**config.mk**
```make
export PLATFORM = sky130hd
export DESIGN_NAME = epbuf_ctrl
export DESIGN_NICKNAME = d
export VERILOG_FILES = /design/src/rtl/epbuf_pkg.sv /design/src/rtl/epbuf_cmd_dec.sv /design/src/rtl/epbuf_ep_slot.sv /design/src/rtl/epbuf_ctrl.sv
export SDC_FILE = /design/constraint.sdc
export NUM_CORES = 1
export LEC_CHECK = 0
export BUFFER_PORTS_ARGS = -buffer_cell sky130_fd_sc_hd__buf_2
export CAP_MARGIN = 20
export CORE_UTILIZATION = 63
export CTS_CLUSTER_SIZE = 8
export DETAILED_ROUTE_END_ITERATION = 6
export PLACE_DENSITY = 0.84
export SLEW_MARGIN = 40
export SYNTH_ARGS = -nofsm -noshare
export SYNTH_HDL_FRONTEND = slang
export SYNTH_HIERARCHICAL = 1
export SYNTH_SLANG_ARGS = --single-unit
```
**constraint.sdc**
```tcl
create_clock -name clk -period 2.1 [get_ports clk]
set_input_delay 0.105 -clock clk [delete_from_list [all_inputs] [get_ports clk]]
set_output_delay 0.105 -clock clk [all_outputs]
set_load 0.05 [all_outputs]
```
**src/rtl/epbuf_pkg.sv**
```systemverilog
package epbuf_pkg;
   typedef enum logic [1:0] {
      EV_IN_TOKEN = 2'd0,
      EV_OUT_DONE = 2'd1,
      EV_SETUP    = 2'd2,
      EV_STALL    = 2'd3
   } usb_evt_e;

   typedef enum logic [1:0] {
      RSP_NAK   = 2'd0,
      RSP_ACK   = 2'd1,
      RSP_STALL = 2'd2
   } usb_rsp_e;

   localparam logic [3:0] GRP_VALIDATE = 4'h6;
   localparam logic [3:0] GRP_CLEAR    = 4'h7;
   localparam logic [3:0] GRP_STATUS   = 4'hD;
   localparam int unsigned MAX_SLOTS   = 16;
endpackage

```
**src/rtl/epbuf_cmd_dec.sv**
```systemverilog
module epbuf_cmd_dec
   import epbuf_pkg::*;
#(
   parameter int unsigned NUM_EP = 16
) (
   input  logic              cmd_valid,
   input  logic [7:0]        cmd_code,
   output logic [NUM_EP-1:0] val_oh,
   output logic [NUM_EP-1:0] clr_oh,
   output logic              sts_hit,
   output logic [3:0]        sts_idx
);
   localparam logic [4:0] NUM_EP_W = 5'(NUM_EP);

   logic [3:0] grp;
   logic [3:0] slot;
   logic       is_val;
   logic       is_clr;

   assign grp    = cmd_code[7:4];
   assign slot   = cmd_code[3:0];
   // slot 0 has no validate code, slot 1 has no clear code
   assign is_val = cmd_valid && (grp == GRP_VALIDATE) && (slot != 4'd0);
   assign is_clr = cmd_valid && (grp == GRP_CLEAR) && (slot != 4'd1);

   assign sts_hit = cmd_valid && (grp == GRP_STATUS) && ({1'b0, slot} < NUM_EP_W);
   assign sts_idx = slot;

   for (genvar i = 0; i < NUM_EP; i++) begin : g_slot
      assign val_oh[i] = is_val && (slot == 4'(i));
      assign clr_oh[i] = is_clr && (slot == 4'(i));
   end
endmodule

```
**src/rtl/epbuf_ep_slot.sv**
```systemverilog
module epbuf_ep_slot
   import epbuf_pkg::*;
#(
   parameter bit IS_IN       = 1'b0,
   parameter bit IS_DBL      = 1'b0,
   parameter bit IS_CTRL_OUT = 1'b0,
   parameter bit IS_CTRL     = 1'b0
) (
   input  logic       clk,
   input  logic       rst_n,
   input  logic       cpu_validate,
   input  logic       cpu_clear,
   input  logic       ev_hit,
   input  logic [1:0] ev_type,
   input  logic       ctrl_setup,
   output logic [7:0] status,
   output logic [1:0] rsp
);
   localparam logic [1:0] BUF_MASK = IS_DBL ? 2'b11 : 2'b01;

   logic [1:0] full_q;
   logic       cptr_q, uptr_q;
   logic       pid_q, stall_q, ovw_q, setup_q;

   logic [1:0] set_m, clr_m;
   logic       adv_u, adv_c, tgl_pid;
   logic       stall_set, stall_clr, ovw_set, setup_set, flags_clr;
   logic       usb_full;

   assign usb_full = full_q[uptr_q];

   always_comb begin
      set_m     = 2'b00;
      clr_m     = 2'b00;
      adv_u     = 1'b0;
      adv_c     = 1'b0;
      tgl_pid   = 1'b0;
      stall_set = 1'b0;
      ovw_set   = 1'b0;
      setup_set = 1'b0;
      flags_clr = 1'b0;
      rsp       = RSP_NAK;
      if (ev_hit) begin
         case (ev_type)
            EV_IN_TOKEN: begin
               if (IS_IN) begin
                  if (stall_q) begin
                     rsp = RSP_STALL;
                  end else if (usb_full) begin
                     rsp           = RSP_ACK;
                     clr_m[uptr_q] = 1'b1;
                     adv_u         = 1'b1;
                     tgl_pid       = 1'b1;
                  end
               end
            end
            EV_OUT_DONE: begin
               if (!IS_IN) begin
                  if (stall_q) begin
                     rsp = RSP_STALL;
                  end else if (!usb_full) begin
                     rsp           = RSP_ACK;
                     set_m[uptr_q] = 1'b1;
                     adv_u         = 1'b1;
                     tgl_pid       = 1'b1;
                  end
               end
            end
            EV_SETUP: begin
               if (IS_CTRL_OUT) begin
                  rsp           = RSP_ACK;
                  setup_set     = 1'b1;
                  ovw_set       = usb_full;
                  set_m[uptr_q] = 1'b1;
               end
            end
            default: begin
               rsp       = RSP_STALL;
               stall_set = 1'b1;
            end
         endcase
      end
      if (cpu_validate && IS_IN) begin
         set_m[cptr_q] = 1'b1;
         adv_c         = 1'b1;
      end
      if (cpu_clear && !IS_IN) begin
         clr_m[cptr_q] = 1'b1;
         adv_c         = 1'b1;
         flags_clr     = IS_CTRL_OUT;
      end
   end

   assign stall_clr = IS_CTRL && ctrl_setup;

   always_ff @(posedge clk or negedge rst_n) begin
      if (!rst_n) begin
         full_q  <= 2'b00;
         cptr_q  <= 1'b0;
         uptr_q  <= 1'b0;
         pid_q   <= 1'b0;
         stall_q <= 1'b0;
         ovw_q   <= 1'b0;
         setup_q <= 1'b0;
      end else begin
         full_q  <= ((full_q & ~clr_m) | set_m) & BUF_MASK;
         cptr_q  <= cptr_q ^ (adv_c & IS_DBL);
         uptr_q  <= uptr_q ^ (adv_u & IS_DBL);
         pid_q   <= pid_q ^ tgl_pid;
         stall_q <= stall_set | (stall_q & ~stall_clr);
         ovw_q   <= ovw_set | (ovw_q & ~flags_clr);
         setup_q <= setup_set | (setup_q & ~flags_clr);
      end
   end

   assign status = {stall_q, full_q[1], full_q[0], pid_q, ovw_q, setup_q, cptr_q, 1'b0};
endmodule

```
**src/rtl/epbuf_ctrl.sv**
```systemverilog
module epbuf_ctrl
   import epbuf_pkg::*;
#(
   parameter int unsigned NUM_EP = 16,
   parameter logic [15:0] EP_IN  = 16'hAAAA,
   parameter logic [15:0] EP_DBL = 16'hFFF0
) (
   input  logic       clk,
   input  logic       rst_n,
   input  logic       cpu_cmd_valid,
   input  logic [7:0] cpu_cmd,
   output logic       cpu_rd_valid,
   output logic [7:0] cpu_rd_data,
   input  logic       usb_evt_valid,
   input  logic [1:0] usb_evt_type,
   input  logic [3:0] usb_evt_ep,
   output logic       usb_rsp_valid,
   output logic [1:0] usb_rsp
);
   localparam logic [4:0] NUM_EP_W = 5'(NUM_EP);

   if (NUM_EP < 2 || NUM_EP > MAX_SLOTS) begin : g_bad_count
      $error("epbuf_ctrl: NUM_EP must lie in 2..16");
   end
   if (EP_IN[0] || !EP_IN[1]) begin : g_bad_dir
      $error("epbuf_ctrl: slot 0 must be OUT and slot 1 must be IN");
   end
   if (EP_DBL[1:0] != 2'b00) begin : g_bad_ctrl
      $error("epbuf_ctrl: control slots must be single-buffered");
   end

   logic [NUM_EP-1:0] val_oh, clr_oh;
   logic              sts_hit;
   logic [3:0]        sts_idx;
   logic              ep_ok;
   logic              ctrl_setup;
   logic [7:0]        status_arr [NUM_EP];
   logic [1:0]        rsp_arr    [NUM_EP];

   epbuf_cmd_dec #(.NUM_EP(NUM_EP)) u_dec (
      .cmd_valid (cpu_cmd_valid),
      .cmd_code  (cpu_cmd),
      .val_oh    (val_oh),
      .clr_oh    (clr_oh),
      .sts_hit   (sts_hit),
      .sts_idx   (sts_idx)
   );

   assign ep_ok      = usb_evt_valid && ({1'b0, usb_evt_ep} < NUM_EP_W);
   assign ctrl_setup = usb_evt_valid && (usb_evt_type == EV_SETUP) && (usb_evt_ep == 4'd0);

   for (genvar i = 0; i < NUM_EP; i++) begin : g_ep
      epbuf_ep_slot #(
         .IS_IN       (EP_IN[i]),
         .IS_DBL      (EP_DBL[i]),
         .IS_CTRL_OUT (i == 0),
         .IS_CTRL     (i < 2)
      ) u_slot (
         .clk          (clk),
         .rst_n        (rst_n),
         .cpu_validate (val_oh[i]),
         .cpu_clear    (clr_oh[i]),
         .ev_hit       (ep_ok && (usb_evt_ep == 4'(i))),
         .ev_type      (usb_evt_type),
         .ctrl_setup   (ctrl_setup),
         .status       (status_arr[i]),
         .rsp          (rsp_arr[i])
      );
   end

   always_ff @(posedge clk or negedge rst_n) begin
      if (!rst_n) begin
         cpu_rd_valid  <= 1'b0;
         cpu_rd_data   <= 8'h00;
         usb_rsp_valid <= 1'b0;
         usb_rsp       <= RSP_NAK;
      end else begin
         cpu_rd_valid  <= sts_hit;
         if (sts_hit) cpu_rd_data <= status_arr[sts_idx];
         usb_rsp_valid <= ep_ok;
         if (ep_ok) usb_rsp <= rsp_arr[usb_evt_ep];
      end
   end
endmodule

```
After elaboration in Yosys (flattened, before gate mapping)
Index checks and enable logic that the tools add are counted.
{ "totals": {"romBits": 0, "latchBits": 0, "n_memories": 0, "ff_bits": 98, "mem_bits_rw": 0, "inputBits": 18} }
{ "op_classes": {"n_reduce_logical": 70, "n_eq_ne": 36, "n_bitwise": 114, "add_sub_neg": 0, "div": 0, "mux": 316, "mul": 0, "n_shift": 0, "magnitude_cmp": 50} }
{ "ops": {"columns": ["op", "count"], "rows": [
  ["$mux 2", 94],
  ["$mux 1", 177],
  ["$eq 4x4->1 const B", 17],
  ["$logic_and 1x1->1", 63],
  ["$pmux 2 s2", 15],
  ["$lt 1x2->1 const B", 24],
  ["$eq 4x3->1 const B", 10],
  ["$xor 1x1->1", 40],
  ["$bmux 8 s4", 1],
  ["$and 2x2->2", 12],
  ["$demux 1 s1", 24],
  ["$ge 1x1->1 const B", 24],
  ["$not 2->2", 12],
  ["$or 2x2->2", 12],
  ["$or 1x1->1", 22],
  ["$eq 4x2->1 const B", 4],
  ["$mux 8", 2],
  ["$ge 5x5->1 const B", 2],
  ["$not 4->5", 2],
  ["$and 1x1->1", 8],
  ["$bmux 2 s4", 1],
  ["$eq 4x1->1 const B", 2],
  ["$logic_not 4->1", 2],
  ["$not 1->1", 6],
  ["9 further kinds", 10]
]} }

Logic depth before layout (Yosys ltp)
Gate-level depths: netlist of the first run.
{ "depth": {"word_depth": 11, "ltp_mapped": 9, "depth_no_buf": 7} }

By module
The synthesis of the first run kept the hierarchy.
{ "modules_own_cells": {"columns": ["module", "area_each_um2", "seq_area_each_um2", "cells_per_inst", "n_inst"], "rows": [
  ["epbuf_ep_slot (g_ep[11].u_slot ...)", 355.3, 150.1, 32, 6],
  ["epbuf_ep_slot (g_ep[10].u_slot ...)", 342.8, 150.1, 32, 6],
  ["epbuf_ctrl", 1854.3, 300.3, 151, 1],
  ["epbuf_cmd_dec", 389.1, 0.0, 60, 1],
  ["epbuf_ep_slot (g_ep[0].u_slot)", 366.6, 125.1, 40, 1],
  ["epbuf_ep_slot (g_ep[1].u_slot)", 221.5, 75.1, 23, 1],
  ["epbuf_ep_slot (g_ep[3].u_slot)", 217.7, 75.1, 22, 1],
  ["epbuf_ep_slot (g_ep[2].u_slot)", 201.4, 75.1, 20, 1]
]} }

Worst setup path after synthesis of the first run
Ideal clock, no wire load.
{ "synth_timing": {"path_type": "input port to flip-flop", "start": "input port usb_evt_ep[1]", "end": "register usb_rsp[0]", "setup_ns": 0.142, "setup_slack_ns": 0.199, "required_time_ns": 1.958, "path_buffers": 2, "path_stages": 9, "arrival_ns": 1.759, "path_cell_list": "buf_2 -> buf_2 -> nand2b_1 -> nor2_1 -> nor4b_4 -> and2b_4 -> mux4_2 -> a22oi_1 -> a41oi_1"} }
{ "synth_rtl": {"columns": ["item", "line_no", "source"], "rows": [
  ["from (decl)", "epbuf_ctrl.sv:16", "input logic [3:0] usb_evt_ep,"],
  ["to (signal assigned)", "epbuf_ctrl.sv:81", "if (ep_ok) usb_rsp <= rsp_arr[usb_evt_ep];"],
  ["to (decl)", "epbuf_ctrl.sv:18", "output logic [1:0] usb_rsp"]
]} }

==> results of run 1 <==
## placed cells by master (no fill, tap or decap), drive strengths merged, types with 4 or more instances in the layout
cell / instances
and2b: 6
nand3: 4
a221oi: 8
clkbuf: 11
a31o: 8
a21boi: 8
a21o: 13
nand3b: 6
mux2i: 14
o21a: 6
conb: 54
a21oi: 19
nor4b: 8
nor2: 37
nor3: 14
mux4: 36
dfrtp: 98
nor4: 9
or2: 9
and4bb: 7
o22ai: 8
nand2: 43
and2: 4
mux2: 8
nor2b: 8
xor2: 16
a31oi: 6
o211a: 6
inv: 45
o21ai: 17
nand2b: 15
buf: 50
ha: 27
## path summary, 6_finish.rpt
kind,depth (start not counted),to
setup / recovery,5,usb_rsp[0]$_DFFE_PN0P_
hold / removal,2,usb_rsp[1]$_DFFE_PN0P_
setup reg to reg,5,usb_rsp[0]$_DFFE_PN0P_
hold reg to reg,1,g_ep[2].u_slot/pid_q$_DFF_PN0_
max in group asynchronous,3,g_ep[10].u_slot/pid_q$_DFF_PN0_
min in group asynchronous,2,g_ep[15].u_slot/full_q[0]$_DFF_PN0_
## critical path, delay by kind of cell (launching register included)
kind / cells / cell delay [ps]
muxes: 2 / 710
AOI/OAI and AO/OA: 2 / 490
DFF: 1 / 420
and+or+nand+nor: 1 / 260
## power groups by stage
stage	clock [uW]	combinational, uW	sequential [uW]
after floorplan	0	692	2390
after global placement	0	840	2270
after detailed placement	0	865	2280
after CTS	1580	871	2250
after global routing	1670	952	2270
final	1570	874	2250
## layer usage
layer | wire length (um) | GRT usage (%) | vias up
met5 | 0 | 0 | -
met4 | 231 | 8.10 | 0
met3 | 1080 | 5.93 | 24
met2 | 6910 | 41.3 | 180
met1 | 6440 | 37.7 | 2359
li1 | - | - | 2141
## stage by stage
step | power [uW] | worst slack [ps] | instances | cell area, um^2 | util (%)
2_1_floorplan | 3080 | 199 | 721 | 7470 | -
3_3_place_gp | 3110 | 178 | 779 | 7000 | 61.6
5_1_grt | 4890 | 49.6 | 797 | 7290 | 64.1
6_report | 4690 | 65.0 | 797 | 7290 | 64.1
3_5_place_dp | 3140 | 118 | 779 | 7000 | 61.6
4_1_cts | 4700 | 146 | 797 | 7290 | 64.1
## sequential cells by signal, indices dropped and copies added (netlist names)
signal and flops:
usb_rsp 2, g_ep.u_slot/ovw_q 1, g_ep.u_slot/full_q 28, g_ep.u_slot/cptr_q 12, g_ep.u_slot/setup_q 1, cpu_rd_valid 1, g_ep.u_slot/uptr_q 12, g_ep.u_slot/stall_q 16
usb_rsp_valid 1, g_ep.u_slot/pid_q 16, cpu_rd_data 8
## cell type report
| type | count | area [um^2] |
|---|---|---|
| repair buffers | 52 | 375 |
| clock inverters | 5 | 30.0 |
| inverters | 45 | 169 |
| clock buffers | 11 | 243 |
| multi-input cells | 443 | 3840 |
| fillers | 870 | 4080 |
| well taps | 143 | 179 |
| flip-flops and latches | 98 | 2450 |
## repair_timing
item,CTS,global route
hold buffers,2,0
setup endpoints to repair,0,0
endpoints found under the hold margin,43,0
==> impl_metrics.json, run 1 <==
{
  "cts_num_sinks": 98,
  "slew_headroom_pct": 59.4,
  "grt_pass1_wl_um": 23800,
  "min-delay-path-class": "in -> reg",
  "power_switching_uw": 1430,
  "syn_inst": 683,
  "drt_pass1_iterations": 5,
  "switching_share_pct": 30.5,
  "hpwl_um": 10900,
  "drc": 0,
  "crit_start": "g_ep[11].u_slot/uptr_q$_DFF_PN0_",
  "gp_congestion": 0.876,
  "peakVddDrop_uv": 696,
  "drive_gt1_share_pct": 26.3,
  "path_cells": "mux2i_1, and2b_4, mux2_2, a222oi_1, a41oi_1",
  "yosysWarnings": 6,
  "hold-worst-slack_ps": 99.0,
  "cp_slowest_stage_delay_ps": 440,
  "vias_per_cell": 5.90,
  "status": "finished, final reports clean",
  "tightest_slew_ps": 609,
  "detail_route.wl_per_cell_um": 18.4,
  "syn-mean-instance-area_um2": 10.7,
  "ant_nets": 0,
  "syn_area_um2": 7320,
  "drtIter0Drc": 395,
  "clk_latency_ps": 350,
  "grt_max_degree": 45,
  "rr_startpoint": "g_ep[11].u_slot/uptr_q$_DFF_PN0_",
  "crit_required_ps": 2310,
  "postCtsResizedCells": 0,
  "p_int_uw": 3260,
  "rows": 39,
  "root_buffer": "clkbuf_16",
  "hold_violations": 0,
  "first_global_vias": 4646,
  "cts_setup_buffers": 0,
  "comb_power_share_pct": 18.6,
  "routed-via-count": 4704,
  "slowest_stage": "mux2i_1",
  "p_per_area_nw_per_um2": 643,
  "setup_viol_count_final": 0,
  "drt_wl_total_um": 14700,
  "die_area_um2": 12100,
  "antenna_found_initial": 0,
  "clk_pin_slew_ps": 70,
  "pin_count": 30,
  "clockBufferDepth": 2,
  "h-tree-depth": 3,
  "syn_to_final_growth_pct": -0.427,
  "grt_overflow": 0,
  "fmax_ghz": 0.491,
  "setup_tns_ps": 0,
  "critPathLaunchType": "flip-flop",
  "cts_tree": "built",
  "die_y_um": 110,
  "worst_clock_skew_ps": 9.15,
  "rsz0062_at_grt": "no",
  "path_max_fanout": 5,
  "path_class": "reg -> reg",
  "io_buffers": 29,
  "arrival_ps": 2250,
  "n_antenna_cell": 0,
  "ff2ff_setup_slack_ps": 70,
  "initial_core_util_pct": 64.4,
  "cts_inserted_buffers": 9,
  "seq_power_share_pct": 48.0,
  "coreArea_um2": 11400,
  "critPathCaptureType": "flip-flop",
  "power.share.clock_pct": 33.4,
  "period_needed_ps": 2030,
  "die_w_um": 110,
  "track_usage_pct": 26.8,
  "slew_violations": 0,
  "min-delay-start": "usb_evt_valid",
  "min_period_over_period_pct": 96.9,
  "finalNetCount": 694,
  "p_leak_uw": 0.00345,
  "cap_violations": 0
}
No activity file was read; power rests on OpenSTA's default activity.
==> inputs of run 2 (changes only) <==
--- a/config.mk
+++ b/config.mk
@@ -11,6 +11,7 @@
 export CTS_CLUSTER_SIZE = 8
 export DETAILED_ROUTE_END_ITERATION = 6
 export PLACE_DENSITY = 0.84
+export RECOVER_POWER = 50
 export SLEW_MARGIN = 40
 export SYNTH_ARGS = -nofsm -noshare
 export SYNTH_HDL_FRONTEND = slang
==> impl_metrics.json, run 2 (synthesis results as in run 1) <==
{
  "routed-via-count": 4668,
  "ant_nets": 0,
  "path_cells": "mux2i_1, and2b_4, mux2_2, a222oi_1, a41oi_1",
  "die_w_um": 110,
  "peakVddDrop_uv": 669,
  "vias_per_cell": 5.86,
  "first_global_vias": 4646,
  "grt_max_degree": 45,
  "setup_tns_ps": 0,
  "drt_pass1_iterations": 5,
  "cts_num_sinks": 98,
  "multi_input_area_um2": 3830,
  "cts_setup_buffers": 0,
  "crit_required_ps": 2290,
  "slew_violations": 0,
  "detail_route.wl_per_cell_um": 18.4,
  "drc": 0,
  "worst_clock_skew_ps": 9.63,
  "p_leak_uw": 0.00341,
  "rr_startpoint": "g_ep[11].u_slot/uptr_q$_DFF_PN0_",
  "crit_family": "multiplexers",
  "min_period_over_period_pct": 98.4,
  "top_regs": "g_ep.u_slot/full_q x28, g_ep.u_slot/pid_q x16, g_ep.u_slot/stall_q x16",
  "p_int_uw": 3240,
  "layout_common_cells": "dfrtp_1, conb_1, inv_1",
  "min-delay-start": "usb_evt_valid",
  "drt_wl_total_um": 14700,
  "path_class": "reg -> reg",
  "finalNetCount": 694,
  "largest_reg_flops": 28,
  "cp_slowest_stage_delay_ps": 450,
  "fill_cells": 887,
  "cp_num_buf_inv": 0,
  "status": "finished, final reports clean",
  "n_antenna_cell": 0,
  "critPathLaunchType": "flip-flop",
  "clockBufferDepth": 2,
  "initial_core_util_pct": 64.4,
  "clk_pin_slew_ps": 70,
  "slew_headroom_pct": 24.4,
  "power.share.clock_pct": 33.5,
  "die_area_um2": 12100,
  "track_usage_pct": 26.8,
  "min-delay-path-class": "in -> reg",
  "cap_violations": 0,
  "crit_start": "g_ep[11].u_slot/uptr_q$_DFF_PN0_",
  "drtIter0Drc": 428,
  "pin_count": 30,
  "crit_end": "usb_rsp[0]$_DFFE_PN0P_",
  "cp.depth": 5,
  "antenna_found_initial": 0,
  "reg2reg_depth": 5,
  "period_needed_ps": 2070,
  "cts_inserted_buffers": 9,
  "cts_hold_buf": 2,
  "drive_gt1_share_pct": 24.0,
  "io_buffers": 29,
  "worstReg2RegEnd": "usb_rsp[0]$_DFFE_PN0P_",
  "final_core_util_pct": 63.8,
  "hold_violations": 0,
  "ff2ff_setup_slack_ps": 30,
  "p_per_area_nw_per_um2": 645,
  "seq_power_share_pct": 48.2,
  "critPathCaptureType": "flip-flop",
  "arrival_ps": 2260,
  "grt_pass1_wl_um": 23800,
  "path_max_fanout": 5,
  "cts_tree": "built",
  "fmax_ghz": 0.484,
  "clk_latency_ps": 350,
  "gp_congestion": 0.876,
  "layout_commonest_cell": "dfrtp_1",
  "root_buffer": "clkbuf_16",
  "comb_power_share_pct": 18.3,
  "seqCellArea_um2": 2450,
  "rows": 39,
  "slowest_stage": "mux2i_1",
  "hpwl_um": 10900,
  "syn_to_final_growth_pct": -1.02,
  "h-tree-depth": 3,
  "die_y_um": 110,
  "power_switching_uw": 1430,
  "largest-register": "g_ep.u_slot/full_q",
  "coreArea_um2": 11400,
  "postCtsResizedCells": 0,
  "setup_viol_count_final": 0,
  "tightest_slew_ps": 1130,
  "switching_share_pct": 30.6,
  "rsz0062_at_grt": "no",
  "grt_overflow": 0
}
## run 2: worst min path at each step
| stage | endpoint | slack, ps | cells after the start |
|---|---|---|---|
| finish | usb_rsp[1]$_DFFE_PN0P_ | 180 | 3 |
| global route | usb_rsp[0]$_DFFE_PN0P_ | 250 | 3 |
| CTS | usb_rsp[1]$_DFFE_PN0P_ | 90 | 2 |
| detailed placement | g_ep[15].u_slot/full_q[0]$_DFF_PN0_ | 150 | 1 |
| global placement | g_ep[11].u_slot/full_q[1]$_DFF_PN0_ | 150 | 1 |
| floorplan | cpu_rd_data[0]$_DFFE_PN0P_ | -190 | 0 |
## run 2: layout make-up
cell class,count,share of cell area [%]
inverters,45,2.33
clock buffers,11,3.35
well taps,143,2.47
multi-input cells,443,52.9
clock inverters,5,0.414
repair buffers,52,4.73
flip-flops and latches,98,33.8
## run 2: metal layers
metal  wire (um)  share of wire, %  track usage, %  vias up
met2        6860                47            41.3      159
met5           0                 0               0        -
met1        6540                45            37.7     2341
li1            -                 -               -     2141
met3         983               6.7            5.93       27
met4         286               2.0            8.10        0
## run 2: worst reg2reg max path, stage by stage, from the launching register on
cell and delay (ps):
dfrtp_1 420, mux2i_1 450, and2b_4 270, mux2_2 270, a222oi_1 330, a41oi_1 170
## run 2: power groups by stage
stage,clock network (uW),registers [uW],logic [uW]
after floorplan,0,2390,692
after global placement,0,2270,840
after detailed placement,0,2280,865
after CTS,1580,2250,871
after global routing,1670,2270,934
final,1560,2250,857
## run 2: per-stage QoR
| stage | setup WS (ps) | power, uW | instance area [um^2] | std cells | hold WS [ps] |
|---|---|---|---|---|---|
| global placement | 178 | 3110 | 7000 | 779 | 151 |
| global route | 31.4 | 4870 | 7250 | 797 | 255 |
| finish | 34.6 | 4670 | 7250 | 797 | 183 |
| floorplan | 199 | 3080 | 7470 | 721 | -191 |
| CTS | 146 | 4700 | 7290 | 797 | 92.1 |
| detailed placement | 118 | 3140 | 7000 | 779 | 152 |
==> inputs of run 3 (changes only) <==
--- a/config.mk
+++ b/config.mk
@@ -7,10 +7,12 @@
 export LEC_CHECK = 0
 export BUFFER_PORTS_ARGS = -buffer_cell sky130_fd_sc_hd__buf_2
 export CAP_MARGIN = 20
-export CORE_UTILIZATION = 63
+export CELL_PAD_IN_SITES_DETAIL_PLACEMENT = 0
+export CELL_PAD_IN_SITES_GLOBAL_PLACEMENT = 1
+export CORE_UTILIZATION = 46
 export CTS_CLUSTER_SIZE = 8
 export DETAILED_ROUTE_END_ITERATION = 6
-export PLACE_DENSITY = 0.84
+export PLACE_DENSITY = 0.81
 export RECOVER_POWER = 50
 export SLEW_MARGIN = 40
 export SYNTH_ARGS = -nofsm -noshare
==> constraint.sdc (replaced) <==
create_clock -name clk -period 1.75 [get_ports clk]
set_input_delay 0.0875 -clock clk [delete_from_list [all_inputs] [get_ports clk]]
set_output_delay 0.0875 -clock clk [all_outputs]
set_load 0.05 [all_outputs]
==> impl_metrics.json, run 3 (synthesis results as in run 1) <==
{
  "status": "complete, but fails checks",
  "violations": "negative setup slack",
  "hpwl_um": 12400,
  "die_w_um": 128,
  "hold_depth": 3,
  "switching_share_pct": 30.5,
  "seq_power_share_pct": 45.8,
  "layout_common_cells": "dfrtp_1, buf_4, conb_1",
  "die_area_um2": 16400,
  "drtIter0Drc": 331,
  "syn_to_final_growth_pct": 9.10,
  "root_buffer": "clkbuf_16",
  "period_needed_ps": 1810,
  "cts_inserted_buffers": 9,
  "drc": 0,
  "drive_gt1_share_pct": 34.0,
  "p_per_area_nw_per_um2": 736,
  "drt_pass1_iterations": 5,
  "largest_reg_flops": 28,
  "p_int_uw": 4090,
  "n_antenna_cell": 0,
  "worst_slack_ps": -57.2,
  "grt_overflow": 0,
  "power_switching_uw": 1800,
  "routed-via-count": 4828,
  "grt_max_degree": 35,
  "rows": 45,
  "rsz0062_at_grt": "yes",
  "ant_nets": 0,
  "largest-register": "g_ep.u_slot/full_q",
  "pin_count": 30,
  "crit_start": "g_ep[11].u_slot/uptr_q$_DFF_PN0_",
  "min_period_over_period_pct": 103,
  "pre_cts_slack_ps": -179,
  "finalNetCount": 770,
  "cts_num_sinks": 98,
  "initial_core_util_pct": 47.7,
  "dp.cells": 922,
  "arrival_ps": 2030,
  "slew_headroom_pct": 40.7,
  "power.share.clock_pct": 34.7,
  "drt_wl_total_um": 16000,
  "final_core_util_pct": 52.0,
  "worstReg2RegEnd": "usb_rsp[0]$_DFFE_PN0P_",
  "peakVddDrop_uv": 493,
  "critPathCaptureType": "flip-flop",
  "gp_congestion": 0.967,
  "placed_cell_area_um2": 7690,
  "setup_viol_count_final": 1,
  "top_regs": "g_ep.u_slot/full_q x28, g_ep.u_slot/pid_q x16, g_ep.u_slot/stall_q x16",
  "seqCellArea_um2": 2450,
  "antenna_found_initial": 0,
  "layout_commonest_cell": "dfrtp_1",
  "stdcell_area_um2": 7990,
  "first_global_vias": 5007,
  "min_to": "usb_rsp[1]$_DFFE_PN0P_",
  "worst_clock_skew_ps": 7.67,
  "reg2reg_depth": 6,
  "grt_pass1_wl_um": 26400,
  "die_y_um": 128,
  "critPathLaunchType": "flip-flop",
  "p_leak_uw": 0.00385,
  "track_usage_pct": 21.3,
  "coreArea_um2": 15400,
  "comb_power_share_pct": 19.5,
  "multi_input_area_um2": 3870,
  "hold_violations": 0,
  "ff2ff_setup_slack_ps": -60,
  "detail_route.wl_per_cell_um": 17.1,
  "fill_cells": 1349,
  "final_cells": 941,
  "cts_tree": "built",
  "tightest_slew_ps": 890,
  "rr_startpoint": "g_ep[11].u_slot/uptr_q$_DFF_PN0_",
  "clockBufferDepth": 2,
  "crit_required_ps": 1980,
  "clk_pin_slew_ps": 70,
  "path_max_fanout": 2,
  "cap_violations": 0,
  "h-tree-depth": 3,
  "slew_violations": 0,
  "clk_latency_ps": 360,
  "fmax_ghz": 0.553,
  "path_class": "reg -> reg",
  "min-delay-start": "usb_evt_valid",
  "io_buffers": 29,
  "min-delay-path-class": "in -> reg",
  "vias_per_cell": 5.13
}
-- run 3: changes by cell type in the layout (fill, tap and decap cells not counted), moves of 2 or more --
cell and change:
buf_4 +70, buf_2 +10, clkbuf_1 -9, and4bb_1 -3
and4bb_4 +3, buf_12 +2, clkbuf_2 +2, clkinv_2 -2
nand2b_1 -2, nand2b_4 +2
-- run 3: worst max-delay path: stages (launching register included) --
cell and delay (ps):
dfrtp_1 360, mux2i_1 210, buf_4 140, and2b_4 180, mux2_4 270, a222oi_1 360, a41oi_1 150
-- run 3: repair_timing --
item / in CTS / in global routing
gates cloned: 0 / 0
endpoints found under the hold margin: 32 / 0
pin swaps: 2 / 2
gates resized for setup: 1 / 0
setup buffers: 0 / 1
hold buffers: 2 / 0
endpoints found under the setup margin: 1 / 1
-- run 3: stage by stage --
stage | total power (uW) | hold slack (ps) | TNS [ps]
final | 5880 | 141 | -57.2
after global placement | 3840 | 69.1 | -249
after detailed placement | 3880 | 81.1 | -335
after floorplan | 3710 | -208 | 0
after CTS | 5930 | 46.4 | -54.7
after global routing | 6160 | 151 | -250
-- run 3: final cells by class --
| cell class | count | area share [%] |
|---|---|---|
| flip-flops and latches | 98 | 30.7 |
| inverters | 45 | 2.11 |
| clock buffers | 10 | 2.87 |
| well taps | 211 | 3.30 |
| repair buffers | 128 | 11.8 |
| multi-input cells | 443 | 48.4 |
| clock inverters | 6 | 0.830 |
-- run 3: power groups by stage --
stage / Combinational [uW] / Clock, uW / Sequential (uW)
final: 1150 / 2040 / 2690
after global placement: 1120 / 0 / 2720
after CTS: 1150 / 2090 / 2690
after floorplan: 837 / 0 / 2870
after detailed placement: 1140 / 0 / 2730
after global routing: 1250 / 2190 / 2720
-- run 3: worst max-delay path by stage --
stage,slack [ps],cells after the start,end
after detailed placement,-180,8,usb_rsp[0]$_DFFE_PN0P_
after CTS,-50,6,usb_rsp[0]$_DFFE_PN0P_
after floorplan,20,9,usb_rsp[0]$_DFFE_PN0P_
final,-60,6,usb_rsp[0]$_DFFE_PN0P_
after global placement,-150,8,usb_rsp[0]$_DFFE_PN0P_
after global routing,-180,6,usb_rsp[0]$_DFFE_PN0P_
-- run 3: routing by layer --
layer	global-route usage (%)	part of all wire [%]
met1	29.1	48
met2	33.0	46
met3	5.18	4.3
met4	7.06	2.0
met5	0	0
